===== src/rtl/twi_ctrl_pkg.sv =====
// Package: shared widths, register offsets, control bit positions and reset values
// for the two-wire control unit. Assumes an 8-bit register file.
package twi_ctrl_pkg;
    localparam int DATA_W = 8;
    localparam int STAT_W = 5;
    localparam int PSC_W  = 2;
    localparam int ADDR_W = 2;
    localparam int SADR_W = DATA_W - 1;

    typedef enum logic [ADDR_W-1:0] {
        REG_CTRL = 2'd0,
        REG_STAT = 2'd1,
        REG_DATA = 2'd2,
        REG_SADR = 2'd3
    } reg_sel_e;

    // Control register bit positions (software decodes these)
    localparam int CB_FLAG = 7;
    localparam int CB_ACK  = 6;
    localparam int CB_STA  = 5;
    localparam int CB_STO  = 4;
    localparam int CB_WCOL = 3;
    localparam int CB_EN   = 2;
    localparam int CB_IE   = 0;

    localparam logic [STAT_W-1:0] STAT_RST = '1;
    localparam logic [DATA_W-1:0] DATA_RST = '1;
    localparam logic [DATA_W-1:0] SADR_RST = 8'hFE;
endpackage


===== src/rtl/twi_flag_unit.sv =====
// Event flag and status code holder. Sets the flag on accepted engine events,
// clears it on a software one-write, drives clock hold and interrupt request.
// Assumes kill_i (disable write) and clr_i (flag one-write) are single-cycle.
module twi_flag_unit #(
    parameter int STAT_W = 5
) (
    input  logic              clk,
    input  logic              rst_n,
    input  logic              en_i,
    input  logic              kill_i,
    input  logic              clr_i,
    input  logic              ev_i,
    input  logic [STAT_W-1:0] ev_status_i,
    input  logic              ie_i,
    input  logic              gie_i,
    output logic              flag_o,
    output logic [STAT_W-1:0] status_o,
    output logic              irq_o,
    output logic              scl_hold_o
);
    logic flag_q;
    logic [STAT_W-1:0] status_q;
    logic ev_ok;

    // Event accepted only while enabled and not being disabled this cycle
    assign ev_ok = en_i & ev_i & ~kill_i;

    // Flag update: disable beats event, event beats software clear
    always_ff @(posedge clk) begin
        if (!rst_n) begin
            flag_q <= 1'b0;
        end else if (kill_i) begin
            flag_q <= 1'b0;
        end else if (ev_ok) begin
            flag_q <= 1'b1;
        end else if (clr_i) begin
            flag_q <= 1'b0;
        end
    end

    // Status code capture on each accepted event
    always_ff @(posedge clk) begin
        if (!rst_n) begin
            status_q <= {STAT_W{1'b1}};
        end else if (ev_ok) begin
            status_q <= ev_status_i;
        end
    end

    assign flag_o     = flag_q;
    assign status_o   = status_q;
    assign scl_hold_o = flag_q & en_i;
    assign irq_o      = flag_q & ie_i & gie_i;

    assert_flag_sticky_R4: assert property (@(posedge clk) disable iff (!rst_n)
        flag_q && !kill_i && !clr_i |=> flag_q);
    assert_event_sets_R3: assert property (@(posedge clk) disable iff (!rst_n)
        ev_ok |=> flag_q && (status_q == $past(ev_status_i)));
    assert_irq_needs_hold_R5: assert property (@(posedge clk) disable iff (!rst_n)
        irq_o && en_i |-> scl_hold_o);
endmodule


===== src/rtl/twi_data_unit.sv =====
// Data register with write-collision detection. Software writes are accepted
// only while the event flag is set; received bytes from the engine take priority.
module twi_data_unit #(
    parameter int DATA_W = 8
) (
    input  logic              clk,
    input  logic              rst_n,
    input  logic              en_i,
    input  logic              flag_i,
    input  logic              wr_i,
    input  logic [DATA_W-1:0] wdata_i,
    input  logic              rx_valid_i,
    input  logic [DATA_W-1:0] rx_byte_i,
    output logic [DATA_W-1:0] data_o,
    output logic              wcol_o
);
    logic [DATA_W-1:0] data_q;
    logic wcol_q;
    logic rx_take;

    assign rx_take = en_i & rx_valid_i;

    // Data byte: engine load first, then an accepted software write
    always_ff @(posedge clk) begin
        if (!rst_n) begin
            data_q <= {DATA_W{1'b1}};
        end else if (rx_take) begin
            data_q <= rx_byte_i;
        end else if (wr_i && flag_i) begin
            data_q <= wdata_i;
        end
    end

    // Collision bit: set by a refused write, cleared by an accepted one
    always_ff @(posedge clk) begin
        if (!rst_n) begin
            wcol_q <= 1'b0;
        end else if (wr_i) begin
            wcol_q <= ~flag_i;
        end
    end

    assign data_o = data_q;
    assign wcol_o = wcol_q;

    assert_refused_write_R6: assert property (@(posedge clk) disable iff (!rst_n)
        wr_i && !flag_i && !rx_take |=> wcol_q && $stable(data_q));
    assert_accepted_write_R6: assert property (@(posedge clk) disable iff (!rst_n)
        wr_i && flag_i |=> !wcol_q);
endmodule


===== src/rtl/twi_seq_unit.sv =====
// START/STOP request sequencer. START waits for a free bus and is offered once
// per request; STOP self-clears in master mode and becomes a slave release
// pulse in slave mode. Assumes done strobes are single-cycle.
module twi_seq_unit (
    input  logic clk,
    input  logic rst_n,
    input  logic en_i,
    input  logic kill_i,
    input  logic wr_i,
    input  logic sta_wr_i,
    input  logic sto_wr_i,
    input  logic is_master_i,
    input  logic bus_busy_i,
    input  logic start_done_i,
    input  logic stop_done_i,
    output logic start_req_o,
    output logic stop_req_o,
    output logic start_go_o,
    output logic stop_go_o,
    output logic slave_rel_o
);
    logic start_q, sent_q, stop_q, rel_q;

    // START request bit: only software sets or clears it
    always_ff @(posedge clk) begin
        if (!rst_n)      start_q <= 1'b0;
        else if (kill_i) start_q <= 1'b0;
        else if (wr_i)   start_q <= sta_wr_i;
    end

    // Remembers that the engine already sent START for the current request
    always_ff @(posedge clk) begin
        if (!rst_n)                     sent_q <= 1'b0;
        else if (kill_i || !start_q)    sent_q <= 1'b0;
        else if (start_done_i && en_i)  sent_q <= 1'b1;
    end

    // STOP request bit: latched in master mode only, cleared when sent
    always_ff @(posedge clk) begin
        if (!rst_n)            stop_q <= 1'b0;
        else if (kill_i)       stop_q <= 1'b0;
        else if (wr_i)         stop_q <= sto_wr_i & is_master_i;
        else if (stop_done_i)  stop_q <= 1'b0;
    end

    // Slave-mode recovery pulse, one cycle after the STOP write
    always_ff @(posedge clk) begin
        if (!rst_n) rel_q <= 1'b0;
        else        rel_q <= wr_i & sto_wr_i & ~is_master_i & ~kill_i;
    end

    assign start_req_o = start_q;
    assign stop_req_o  = stop_q;
    assign start_go_o  = start_q & en_i & ~bus_busy_i & ~sent_q;
    assign stop_go_o   = stop_q & en_i;
    assign slave_rel_o = rel_q;

    assert_stop_selfclear_R8: assert property (@(posedge clk) disable iff (!rst_n)
        stop_q && stop_done_i && !wr_i && !kill_i |=> !stop_q);
    assert_start_once_R7: assert property (@(posedge clk) disable iff (!rst_n)
        start_go_o && start_done_i && !wr_i && !kill_i |=> !start_go_o && start_q);
    assert_slave_stop_not_kept_R9: assert property (@(posedge clk) disable iff (!rst_n)
        rel_q |-> !stop_q);
endmodule


===== src/rtl/twi_ctrl_unit.sv =====
// Top: register port, control/own-address/prescaler fields and read-back mux
// for the two-wire control unit. Register accesses are synchronous; read data
// is registered and reflects state before the edge that captures it.
module twi_ctrl_unit
    import twi_ctrl_pkg::*;
#(
    parameter int DW = DATA_W,
    parameter int SW = STAT_W,
    parameter int PW = PSC_W,
    parameter int AW = ADDR_W
) (
    input  logic          clk,
    input  logic          rst_n,
    input  logic [AW-1:0] reg_addr,
    input  logic          reg_we,
    input  logic [DW-1:0] reg_wdata,
    output logic [DW-1:0] reg_rdata,
    input  logic          gie,
    input  logic          ev_set,
    input  logic [SW-1:0] ev_status,
    input  logic          rx_valid,
    input  logic [DW-1:0] rx_byte,
    input  logic          bus_busy,
    input  logic          is_master,
    input  logic          start_done,
    input  logic          stop_done,
    output logic          irq,
    output logic          scl_hold,
    output logic          start_go,
    output logic          stop_go,
    output logic          slave_release,
    output logic          unit_en,
    output logic          ack_en,
    output logic [PW-1:0] prescale,
    output logic [DW-2:0] own_addr,
    output logic          gc_en
);
    localparam int RSV_W = DW - SW - PW;

    logic wr_ctrl, wr_stat, wr_data, wr_sadr, kill;
    logic en_q, ack_q, ie_q;
    logic [PW-1:0] psc_q;
    logic [DW-1:0] sadr_q;
    logic flag, wcol, start_req, stop_req;
    logic [SW-1:0] status;
    logic [DW-1:0] data;
    logic [DW-1:0] ctrl_view, stat_view, rdata_q;

    // Write decode per register offset
    always_comb begin
        wr_ctrl = reg_we && (reg_sel_e'(reg_addr) == REG_CTRL);
        wr_stat = reg_we && (reg_sel_e'(reg_addr) == REG_STAT);
        wr_data = reg_we && (reg_sel_e'(reg_addr) == REG_DATA);
        wr_sadr = reg_we && (reg_sel_e'(reg_addr) == REG_SADR);
    end

    assign kill = wr_ctrl & ~reg_wdata[CB_EN];

    // Plain control fields written directly by software
    always_ff @(posedge clk) begin
        if (!rst_n) begin
            en_q  <= 1'b0;
            ack_q <= 1'b0;
            ie_q  <= 1'b0;
        end else if (wr_ctrl) begin
            en_q  <= reg_wdata[CB_EN];
            ack_q <= reg_wdata[CB_ACK];
            ie_q  <= reg_wdata[CB_IE];
        end
    end

    // Prescaler field in the low bits of the status register
    always_ff @(posedge clk) begin
        if (!rst_n)       psc_q <= '0;
        else if (wr_stat) psc_q <= reg_wdata[PW-1:0];
    end

    // Own slave address and general-call enable
    always_ff @(posedge clk) begin
        if (!rst_n)       sadr_q <= SADR_RST;
        else if (wr_sadr) sadr_q <= reg_wdata;
    end

    twi_flag_unit #(.STAT_W(SW)) u_flag (
        .clk        (clk),
        .rst_n      (rst_n),
        .en_i       (en_q),
        .kill_i     (kill),
        .clr_i      (wr_ctrl & reg_wdata[CB_FLAG]),
        .ev_i       (ev_set),
        .ev_status_i(ev_status),
        .ie_i       (ie_q),
        .gie_i      (gie),
        .flag_o     (flag),
        .status_o   (status),
        .irq_o      (irq),
        .scl_hold_o (scl_hold)
    );

    twi_data_unit #(.DATA_W(DW)) u_data (
        .clk       (clk),
        .rst_n     (rst_n),
        .en_i      (en_q),
        .flag_i    (flag),
        .wr_i      (wr_data),
        .wdata_i   (reg_wdata),
        .rx_valid_i(rx_valid),
        .rx_byte_i (rx_byte),
        .data_o    (data),
        .wcol_o    (wcol)
    );

    twi_seq_unit u_seq (
        .clk         (clk),
        .rst_n       (rst_n),
        .en_i        (en_q),
        .kill_i      (kill),
        .wr_i        (wr_ctrl),
        .sta_wr_i    (reg_wdata[CB_STA]),
        .sto_wr_i    (reg_wdata[CB_STO]),
        .is_master_i (is_master),
        .bus_busy_i  (bus_busy),
        .start_done_i(start_done),
        .stop_done_i (stop_done),
        .start_req_o (start_req),
        .stop_req_o  (stop_req),
        .start_go_o  (start_go),
        .stop_go_o   (stop_go),
        .slave_rel_o (slave_release)
    );

    // Assemble the software views of control and status
    always_comb begin
        ctrl_view          = '0;
        ctrl_view[CB_FLAG] = flag;
        ctrl_view[CB_ACK]  = ack_q;
        ctrl_view[CB_STA]  = start_req;
        ctrl_view[CB_STO]  = stop_req;
        ctrl_view[CB_WCOL] = wcol;
        ctrl_view[CB_EN]   = en_q;
        ctrl_view[CB_IE]   = ie_q;
        stat_view          = {status, {RSV_W{1'b0}}, psc_q};
    end

    // Registered read-back of the addressed register
    always_ff @(posedge clk) begin
        if (!rst_n) begin
            rdata_q <= '0;
        end else begin
            case (reg_sel_e'(reg_addr))
                REG_CTRL: rdata_q <= ctrl_view;
                REG_STAT: rdata_q <= stat_view;
                REG_DATA: rdata_q <= data;
                default:  rdata_q <= sadr_q;
            endcase
        end
    end

    assign reg_rdata = rdata_q;
    assign unit_en   = en_q;
    assign ack_en    = ack_q;
    assign prescale  = psc_q;
    assign own_addr  = sadr_q[DW-1:1];
    assign gc_en     = sadr_q[0];

    assert_disable_clears_R10: assert property (@(posedge clk) disable iff (!rst_n)
        wr_ctrl && !reg_wdata[CB_EN] |=> !scl_hold && !start_go && !stop_go && !irq);
    assert_reserved_zero_R2: assert property (@(posedge clk) disable iff (!rst_n)
        reg_sel_e'(reg_addr) == REG_CTRL |=> !reg_rdata[1]);
    assert_status_rsv_zero_R3: assert property (@(posedge clk) disable iff (!rst_n)
        reg_sel_e'(reg_addr) == REG_STAT |=> !reg_rdata[2]);
endmodule


===== config.mk =====
export PLATFORM = sky130hd
export DESIGN_NAME = twi_ctrl_unit
export DESIGN_NICKNAME = d
export VERILOG_FILES = /design/src/rtl/twi_ctrl_pkg.sv /design/src/rtl/twi_flag_unit.sv /design/src/rtl/twi_data_unit.sv /design/src/rtl/twi_seq_unit.sv /design/src/rtl/twi_ctrl_unit.sv
export SDC_FILE = /design/constraint.sdc
export NUM_CORES = 1
export LEC_CHECK = 0
export BUFFER_PORTS_ARGS = -buffer_cell sky130_fd_sc_hd__buf_2
export CAP_MARGIN = 20
export CORE_AREA = 2 2 78 50
export CTS_CLUSTER_DIAMETER = 30
export DETAILED_ROUTE_END_ITERATION = 8
export DIE_AREA = 0 0 80 52
export PLACE_DENSITY = 0.82
export SKIP_CTS_REPAIR_TIMING = 1
export SLEW_MARGIN = 20
export SYNTH_ARGS = -nofsm -noshare
export SYNTH_HDL_FRONTEND = slang
export SYNTH_HIERARCHICAL = 1
export SYNTH_SLANG_ARGS = --single-unit

===== constraint.sdc =====
create_clock -name clk -period 2.4 [get_ports clk]
set_input_delay 0.48 -clock clk [delete_from_list [all_inputs] [get_ports clk]]
set_output_delay 0.48 -clock clk [all_outputs]
set_load 0.02 [all_outputs]

# [Word level (Yosys, flattened, before mapping)]
# Index checks and enable logic that the tools add are counted.
[totals] romBits=0 mem_count=0 reg_bits=40 latchBits=0 mem_bits_rw=0
[op_classes] shifts=0 magnitude_cmp=0 n_eq_ne=3 n_addsub=0 bitwise_logic=23 n_reduce_logical=14 n_mux=7 n_mul=0 div_mod_pow=0
[op_table] op="case mux 8 bit (3 select lines)" n=1
[op_table] op="bitwise AND 1 bit" n=16
[op_table] op="2-to-1 mux 8 bit" n=2
[op_table] op="inverter 1 bit" n=7
[op_table] op="logical AND 1 bit" n=6
[op_table] op="nonzero test 2 bit" n=3
[op_table] op="equality test 2 bit (second input constant)" n=2
[op_table] op="2-to-1 mux 1 bit" n=4
[op_table] op="OR reduction 2 bit" n=2
[op_table] op="equality test 2 x 1 -> 1 bit (second input constant)" n=1
[op_table] op="logical NOT 2 bit" n=1
[op_table] op="logical NOT 1 bit" n=1
[op_table] op="logical OR 1 bit" n=1

# [Logic depth before layout (Yosys ltp)]
# Gate-level depths: netlist of run 1.
[logic_depth] depth_word=6 ltp_mapped=6 mapped_depth_nobuf=4

# [By module]
# Netlist of run 1, hierarchy kept.
[modules_own_cells] mod="twi_ctrl_unit" n_inst=1 area_per_inst_um2=982.2 cells_each=97
[modules_own_cells] mod="twi_data_unit" n_inst=1 area_per_inst_um2=394.1 cells_each=30
[modules_own_cells] mod="twi_flag_unit" n_inst=1 area_per_inst_um2=270.3 cells_each=28
[modules_own_cells] mod="twi_seq_unit" n_inst=1 area_per_inst_um2=156.4 cells_each=16

# [Worst setup path after synthesis of run 1]
# Ideal clock, no wire load.
[synth_timing] kind="reg-to-output" startpoint="reg en_q, in the netlist unit_en" endpoint="out start_go" stages_incl_launch_ff=2 setup_slack_ps=583 required_time_ps=1920 arrival_time_ps=1337 path_cell_list="dfxtp_1 > nor4bb_1"
[synth_via] elab_chain_cells=3
[synth_rtl] element="start, declared" line_no="twi_ctrl_unit.sv:41" rtl="logic en_q, ack_q, ie_q;"
[synth_rtl] element="start signal, assigned" line_no="twi_ctrl_unit.sv:66" rtl="en_q <= reg_wdata[CB_EN];"
[synth_rtl] element="bitwise AND 1 bit (3 in a row)" line_no="twi_seq_unit.sv:54" rtl="assign start_go_o = start_q & en_i & ~bus_busy_i & ~sent_q;"
[synth_rtl] element="end, declared" line_no="twi_ctrl_unit.sv:29" rtl="output logic start_go,"
# Every way passes these cells.

# [Final worst setup path of run 1]
# Same ends and word-level chain as after synthesis.

==> results of run 1 <==
-- cell usage in the layout (no fill, tap or decap), drive strengths merged --
cell type / n
or3b: 1
nand4: 7
a21oi: 3
nor4bb: 1
nand2b: 9
nand3: 2
o211a: 1
nand2: 15
o221ai: 5
mux2i: 29
o21ai: 1
and3: 2
nor2: 1
buf: 59
and2: 3
nor3: 1
nand4b: 1
a21boi: 1
nand3b: 1
clkbuf: 5
nor2b: 1
dfxtp: 40
nor3b: 2
o211ai: 7
o22ai: 6
and3b: 2
a2bb2oi: 8
inv: 12
o32ai: 1
-- area by class of cell --
class | count | area (µm²) | share of cell area, %
Sequential cell | 40 | 800.8 | 37.12
Timing Repair Buffer | 59 | 300.3 | 13.92
Tap cell | 47 | 58.81 | 2.726
Inverter | 12 | 45.04 | 2.088
Multi-Input combinational cell | 111 | 883.3 | 40.95
Clock buffer | 5 | 68.82 | 3.190
-- critical path: stages, from the launching register on --
cell and delay [ns]:
dfxtp_1 0.56, nor4bb_1 0.32, buf_2 0.21
-- layer usage --
metal / share of wire, % / up-vias
met5: 0 / -
met4: 1.3 / 0
met3: 9.0 / 7
met2: 41 / 58
met1: 49 / 678
li1: - / 739
-- sequential cells by signal, indices dropped and copies added, names as in the netlist --
register           flops
reg_rdata              8
sadr_q                 8
u_data/data_o          8
u_flag/status_o        5
prescale               2
ack_en                 1
ie_q                   1
u_data/wcol_o          1
u_flag/flag_o          1
u_seq/sent_q           1
u_seq/slave_rel_o      1
u_seq/start_req_o      1
u_seq/stop_req_o       1
unit_en                1
-- stage by stage --
stage,util (%),setup WS [ns],area [µm²],power [W],std cells
final,61.84,0.5404,2157,0.001283,274
after global routing,61.84,0.4407,2157,0.001329,274
after CTS,61.84,0.5349,2157,0.001290,274
after detailed placement,59.86,0.5863,2088,0.0009020,269
after global placement,59.86,0.6326,2088,0.0008986,269
after floorplan,-,0.5832,1803,0.0008351,171
-- worst max path at each step --
stage | start | endpoint | slack [ns]
finish | unit_en$_SDFFE_PN0P_ | start_go | 0.54
global route | unit_en$_SDFFE_PN0P_ | start_go | 0.44
CTS | unit_en$_SDFFE_PN0P_ | start_go | 0.53
detailed placement | reg_we | u_flag/status_o[0]$_SDFFE_PN1P_ | 0.59
global placement | reg_we | u_flag/status_o[3]$_SDFFE_PN1P_ | 0.63
floorplan | unit_en$_SDFFE_PN0P_ | start_go | 0.58
-- cells by family after synthesis --
logic type	after synthesis	share of synthesized area, %
AND/OR/NAND/NOR	49	18.39
flip-flops	40	44.41
AO/OA/AOI/OAI	33	14.50
multiplexers	29	16.10
buffers and inverters	20	6.592
-- where the power goes --
part	internal, W	leakage (nW)	switching, W
registers	0.000690	0.327	0.0000148
clock network	0.000187	0.0359	0.000208
logic	0.0000776	0.730	0.000105
total	0.000955	1.09	0.000328
==> out/metrics.cfg, run 1 <==
[outcome]
status = finished clean

[cts]
cts_buffers = 5
cts_tree = done
cts_buffer_depth = 2
cts.htree.levels = 2
clk_pin_slew_ns = 0.07
cts.sinks = 40
clock_latency_ns = 0.29
cts_root_buffer = clkbuf_8

[synthesis]
synthTopCellsByArea = dfxtp_1 (44%), mux2i_1 (16%), a2bb2oi_1 (3.9%)
synth_edf_count = 0
synth_top_area_cell = dfxtp_1
synth_nets = 204
synth_top_area_share_pct = 44.41
synth.top_cells.by_count = dfxtp_1 (40), mux2i_1 (29), nand2_1 (13), inv_1 (12), a2bb2oi_1 (8)
async_flop_share_pct = 0
synth.most_common_cell = dfxtp_1
synthesis.area_um2 = 1803
ys_seq_area_share_pct = 44.41
synth.distinct_cells = 37
ys_warn_count = 6
synthCells = 171
synthFlopType = dfxtp_1
synth_seq_cells = 40
avgSynthCellArea_um2 = 10.54

[sta]
rsz0062_at_grt = false
finalSetupViolCount = 0
drv_slew = 0
fin_skew_ns = 0.006079
worst_pin_slew_ns = 0.5317
slew_headroom_pct = 64.55
fin_crit_sh_pct = 77.48
setup_tns_ns = 0
fmax_mhz = 537.7
hold_violations = 0
fin_crit_ns = 1.860
fin_hold_ws_ns = 0.3626

[layout]
antenna_cells = 0
nNetsFinal = 262
drive_above_1_share_pct = 34.36
layout-area-overhead-vs-synth_pct = 19.64
num-fill-cells = 319

[drt]
drc = 0
num_vias = 1482
drtAntennaViolNets = 0
firstDrtPassIters = 4
vias_per_cell = 5.409
drt_iter0_markers = 60
wirelength_mm = 4.211
drt-wirelength-per-cell_um = 15.37

[hold_path]
hold_end = u_seq/slave_rel_o$_SDFF_PN0_
hold_path_depth = 2
hp-class = primary input to register
hold_start = is_master

[global_route]
grt.overflow.total = 0
grt_pass1_wl_mm = 6.796
track_usage_pct = 21.77
top_usage_layer = met2
grt_max_degree = 31
antenna_found_initial = 0
grtUsageMet1_pct = 29.11
grtUsageMet2_pct = 33.19
use_met3_pct = 6.944
grt_pass1_vias = 1449

[placed_design]
hpwl_mm = 3.027
gp_congestion = 0.7873
io_buffers = 57

[setup_path]
critPathLaunchType = register
worst_r2r_path_depth = 3
worstPathArrival_ns = 1.38
r2r_end = u_data/data_o[6]$_SDFFE_PN1P_
worstSetupPathType = register to output pin
cp_max_fo = 9
reg2reg_slack_ns = 1.02
worstPathRequired_ns = 1.92
cp-end-kind = output pin
reg2reg_from = unit_en$_SDFFE_PN0P_

[power_and_ir_drop]
leakagePower_nw = 1.093
vdd_drop_max_mv = 0.3712
powerDensity_nw_per_um2 = 594.8

[die]
row_count = 17
core_area_um2 = 3488
die_h_um = 52
die_area_um2 = 4160
die_width_um = 80
io_pins = 58
start_util_pct = 51.69

[job]
drv_cap = 0

Note: power is estimated with default switching activity, not from simulation.
==> run 2, diff against run 1 <==
Settings changed: CORE_AREA 2 2 78 50 to 2 2 81 52, DIE_AREA 0 0 80 52 to 0 0 83 54, PLACE_DENSITY 0.82 to 0.77.
Clock period 2.4 ns to 1.8 ns, I/O delays scaled along.
==> run 2 against run 1 <==
Global-route usage decreased by 2.1 points. Clock power increased by 84%. Die area increased by 7.7%. Sequential cell count unchanged. Critical path type unchanged. Clock skew increased by 0.0039 ns. Via count increased by 2.2%. Power increased by 49%. Cell area increased by 3.9%. Register-to-register slack got worse by 0.41 ns. Non-clock buffer count increased by 5. Final cell count increased by 4.0%. Sequential power increased by 33%.
==> out/metrics.cfg, run 2 (same netlist as run 1, synthesis figures left out) <==
[drt]
firstDrtPassIters = 4
wirelength_mm = 4.239
vias_per_cell = 5.312
drt-wirelength-per-cell_um = 14.87
drc = 0
drt_iter0_markers = 102
drtAntennaViolNets = 0
num_vias = 1514

[layout]
nNetsFinal = 267
layout.cells.non_filler = 285
layout-area-overhead-vs-synth_pct = 24.36
final_cell_mix = buf_2 (57), dfxtp_1 (39), mux2i_1 (29)
antenna_cells = 0
num-fill-cells = 357
final_util_pct = 58.22
drive_above_1_share_pct = 37.02
final_common_cell = buf_2

[cts]
clk_pin_slew_ns = 0.08
cts_root_buffer = clkbuf_8
cts_buffer_depth = 2
clock_latency_ns = 0.29
cts_tree = done
cts_buffers = 5
cts.htree.levels = 2
cts.sinks = 40

[setup_path]
critPathLaunch = unit_en$_SDFFE_PN0P_
critical_path_depth = 2
r2r_end = u_data/data_o[7]$_SDFFE_PN1P_
worstPathArrival_ns = 1.22
crit_chain = nor4bb_1 -> buf_2
crit_buf_inv = 1
worstSetupPathType = register to output pin
reg2reg_from = unit_en$_SDFFE_PN0P_
path_delay_family = flip-flops
max_stage_delay_ns = 0.45
critPathSlowestCell = dfxtp_2
critPathLaunchType = register
cp-endpoint = start_go
cp-end-kind = output pin
worstPathRequired_ns = 1.44
reg2reg_slack_ns = 0.61
cp_max_fo = 9
worst_r2r_path_depth = 3

[sta]
setup_tns_ns = 0
fmax_mhz = 633.2
drv_slew = 0
fin_skew_ns = 0.009996
slew_headroom_pct = 78.04
fin_crit_sh_pct = 87.73
hold_violations = 0
worst_pin_slew_ns = 0.3286
rsz0062_at_grt = false
finalWorstSetupSlack_ns = 0.2208
fin_crit_ns = 1.579
finalSetupViolCount = 0

[placed_design]
gp_congestion = 0.8423
post-place-cells = 277
dp_worst_setup_slack_ns = 0.1718
hpwl_mm = 3.176
io_buffers = 57

[power_and_ir_drop]
finalPower_w = 0.001916
leakagePower_nw = 1.137
powerDensity_nw_per_um2 = 854.7
vdd_drop_max_mv = 0.5494

[global_route]
grtUsageMet1_pct = 26.09
top_usage_layer = met2
grt_max_degree = 17
grt_pass1_vias = 1398
antenna_found_initial = 0
track_usage_pct = 19.64
grt.overflow.total = 0
grt_pass1_wl_mm = 6.748
use_met3_pct = 6.442
grtUsageMet2_pct = 30.65

[die]
die_area_um2 = 4482
die_width_um = 83
row_count = 18
core_area_um2 = 3851
die_h_um = 54
io_pins = 58
start_util_pct = 46.82

[hold_path]
hp-class = primary input to register

[job]
drv_cap = 0

[outcome]
status = finished clean

## run 2: cell count changes in the layout (fill, tap and decap cells not counted)
cell / before / now
dfxtp_2: 0 / 1
clkinvlp_4: 0 / 1
buf_4: 2 / 7
bufinv_16: 0 / 1
clkinv_2: 0 / 1
dfxtp_1: 40 / 39
## run 2: power breakdown
group | internal, W | switching [W] | total [W]
Clock | 0.000410 | 0.000315 | 0.000725
Combinational | 0.000110 | 0.000142 | 0.000251
Sequential | 0.000920 | 0.0000200 | 0.000940
## run 2: metal layers
metal | up-vias | part of all wire, %
li1 | 754 | -
met4 | 0 | 1.1
met2 | 62 | 42
met3 | 7 | 8.0
met1 | 691 | 49
met5 | - | 0
## run 2: area by class of cell
cell class | instances | area [µm²] | share of cell area [%]
Clock buffer | 5 | 68.82 | 3.069
Clock inverter | 3 | 42.54 | 1.897
Inverter | 12 | 45.04 | 2.009
Multi-Input combinational cell | 111 | 883.3 | 39.40
Sequential cell | 40 | 802.0 | 35.77
Tap cell | 50 | 62.56 | 2.790
Timing Repair Buffer | 64 | 337.8 | 15.07
## run 2: worst reg2reg max path, cell delays in order (launching register included)
cell and delay (ns):
dfxtp_2 0.45, nand2_4 0.18, a21boi_4 0.32, a2bb2oi_1 0.11
## run 2: worst min-delay path by stage
stage	end	startpoint	depth (start not counted)
2_1_floorplan	u_seq/slave_rel_o$_SDFF_PN0_	is_master	1
3_3_place_gp	prescale[1]$_SDFFE_PN0P_	prescale[1]$_SDFFE_PN0P_	2
3_5_place_dp	ie_q$_SDFFE_PN0P_	ie_q$_SDFFE_PN0P_	2
4_1_cts	u_seq/slave_rel_o$_SDFF_PN0_	is_master	2
5_1_grt	u_seq/slave_rel_o$_SDFF_PN0_	is_master	2
6_report	u_seq/slave_rel_o$_SDFF_PN0_	is_master	2
## run 2: metrics by stage
| stage | cell area (µm²) | hold WS [ns] |
|---|---|---|
| after floorplan | 1803 | 0.4367 |
| after global placement | 2130 | 0.4628 |
| after detailed placement | 2130 | 0.4701 |
| after CTS | 2241 | 0.2416 |
| after global routing | 2242 | 0.2413 |
| final | 2242 | 0.2477 |
==> run 3, diff against run 2 <==
Settings changed: CORE_AREA 2 2 81 52 to 2 2 80 51, CTS_BUF_LIST from default to sky130_fd_sc_hd__clkbuf_4 sky130_fd_sc_hd__clkbuf_8, DIE_AREA 0 0 83 54 to 0 0 82 53, PLACE_DENSITY 0.77 to 0.79, SLEW_MARGIN 20 to 0.
==> run 3 against run 2 <==
Fmax increased by 3.8%. Die area decreased by 3.0%. Largest cell class unchanged. Wire length increased by 2.5%. Critical path depth unchanged. Global-route usage increased by 2.2 points. Clock skew decreased by 0.0063 ns. Power fell by 4.4%.
==> out/metrics.cfg, run 3 (same netlist as run 1, synthesis figures left out) <==
[outcome]
status = finished clean

[global_route]
grt.overflow.total = 0
grtUsageMet2_pct = 31.57
antenna_found_initial = 0
grtUsageMet1_pct = 30.65
track_usage_pct = 21.88
grt_pass1_wl_mm = 6.934
grt_pass1_vias = 1416
top_usage_layer = met2
grt_max_degree = 23
use_met3_pct = 5.802

[layout]
final_common_cell = buf_2
drive_above_1_share_pct = 36.60
num-fill-cells = 324
layout-area-overhead-vs-synth_pct = 23.32
stdcell_area_um2 = 2223
antenna_cells = 0
final_cell_mix = buf_2 (57), dfxtp_1 (40), mux2i_1 (29)
nNetsFinal = 267

[cts]
clock_latency_ns = 0.30
cts_buffer_depth = 2
cts_buffers = 5
cts_tree = done
cts_root_buffer = clkbuf_8
cts.htree.levels = 2
clk_pin_slew_ns = 0.07
cts.sinks = 40

[power_and_ir_drop]
clkPwrFrac_pct = 34.7
vdd_drop_max_mv = 0.4523
power_frac_comb_pct = 14.0
p_switching_w = 0.0004589
internal_power_w = 0.001373
powerDensity_nw_per_um2 = 823.8
leakagePower_nw = 1.134
pwr-share-seq_pct = 51.3
sw_frac_of_total_pct = 25.05

[setup_path]
worstPathArrival_ns = 1.16
critPathLaunchType = register
worstSetupPathType = register to output pin
critPathLaunch = unit_en$_SDFFE_PN0P_
worstPathRequired_ns = 1.44
cp_max_fo = 2
cp-end-kind = output pin
reg2reg_from = unit_en$_SDFFE_PN0P_

[die]
die_area_um2 = 4346
die_h_um = 53
core_area_um2 = 3573
die_width_um = 82
start_util_pct = 50.46
io_pins = 58
row_count = 17

[sta]
rsz0062_at_grt = false
fin_crit_ns = 1.522
drv_slew = 0
hold_violations = 0
slew_headroom_pct = 72.54
fmax_mhz = 657.2
finalSetupViolCount = 0
fin_crit_sh_pct = 84.54
fin_hold_ws_ns = 0.2420
setup_tns_ns = 0
worst_pin_slew_ns = 0.4120
fin_skew_ns = 0.003675

[drt]
drc = 0
vias_per_cell = 5.479
drt_iter0_markers = 99
firstDrtPassIters = 4
wirelength_mm = 4.344
num_vias = 1545
drt-wirelength-per-cell_um = 15.40
drtAntennaViolNets = 0

[placed_design]
hpwl_mm = 3.159
gp_congestion = 0.7537
io_buffers = 57
dpl_cell_area_um2 = 2126

[hold_path]
hp-class = primary input to register
hold_start = is_master

[job]
drv_cap = 0

==> run 3: cell count changes in the layout (fill, tap and decap cells not counted), sizes merged <==
cell and change:
bufinv -1, clkinvlp -1, clkinv -1, clkbuf +3
==> run 3: area by class of cell <==
type	count	area [µm²]	share of cell area (%)
Multi-Input combinational cell	111	883.3	39.73
Timing Repair Buffer	64	337.8	15.19
Clock buffer	8	97.59	4.389
Inverter	12	45.04	2.026
Tap cell	47	58.81	2.645
Sequential cell	40	800.8	36.02
==> run 3: critical path, stage by stage (launching register included) <==
cell,delay [ns]
dfxtp_1,0.34
nor4bb_1,0.31
buf_2,0.22
==> run 3: routing by layer <==
metal | part of all wire, % | wire, µm
met5 | 0 | 0
met2 | 41 | 1765
met1 | 48 | 2082
met4 | 1.8 | 77
met3 | 9.6 | 418
==> run 3: power groups by stage <==
stage / Sequential [W] / Clock (W) / Combinational, W
after global routing: 0.000942 / 0.000675 / 0.000279
after CTS: 0.000939 / 0.000651 / 0.000257
final: 0.000939 / 0.000636 / 0.000256
after detailed placement: 0.000959 / 0 / 0.000255
after floorplan: 0.000990 / 0 / 0.000124
after global placement: 0.000958 / 0 / 0.000251
==> run 3: worst paths after layout <==
| kind | slack (ns) | endpoint | cells after the start |
|---|---|---|---|
| worst max-delay path | 0.28 | start_go | 2 |
| worst min-delay path | 0.24 | u_seq/slave_rel_o$_SDFF_PN0_ | 2 |
| worst max register to register | 0.59 | u_data/data_o[4]$_SDFFE_PN1P_ | 4 |
| worst min register to register | 0.48 | ie_q$_SDFFE_PN0P_ | 2 |
==> run 3: metrics by stage <==
step | setup slack, ns | instances | power [W] | utilization [%]
after floorplan | 0.1032 | 171 | 0.001113 | -
after global placement | 0.2358 | 274 | 0.001209 | 59.49
after detailed placement | 0.2128 | 274 | 0.001214 | 59.49
after CTS | 0.2846 | 282 | 0.001846 | 62.22
after global routing | 0.2440 | 282 | 0.001896 | 62.22
final | 0.2783 | 282 | 0.001832 | 62.22
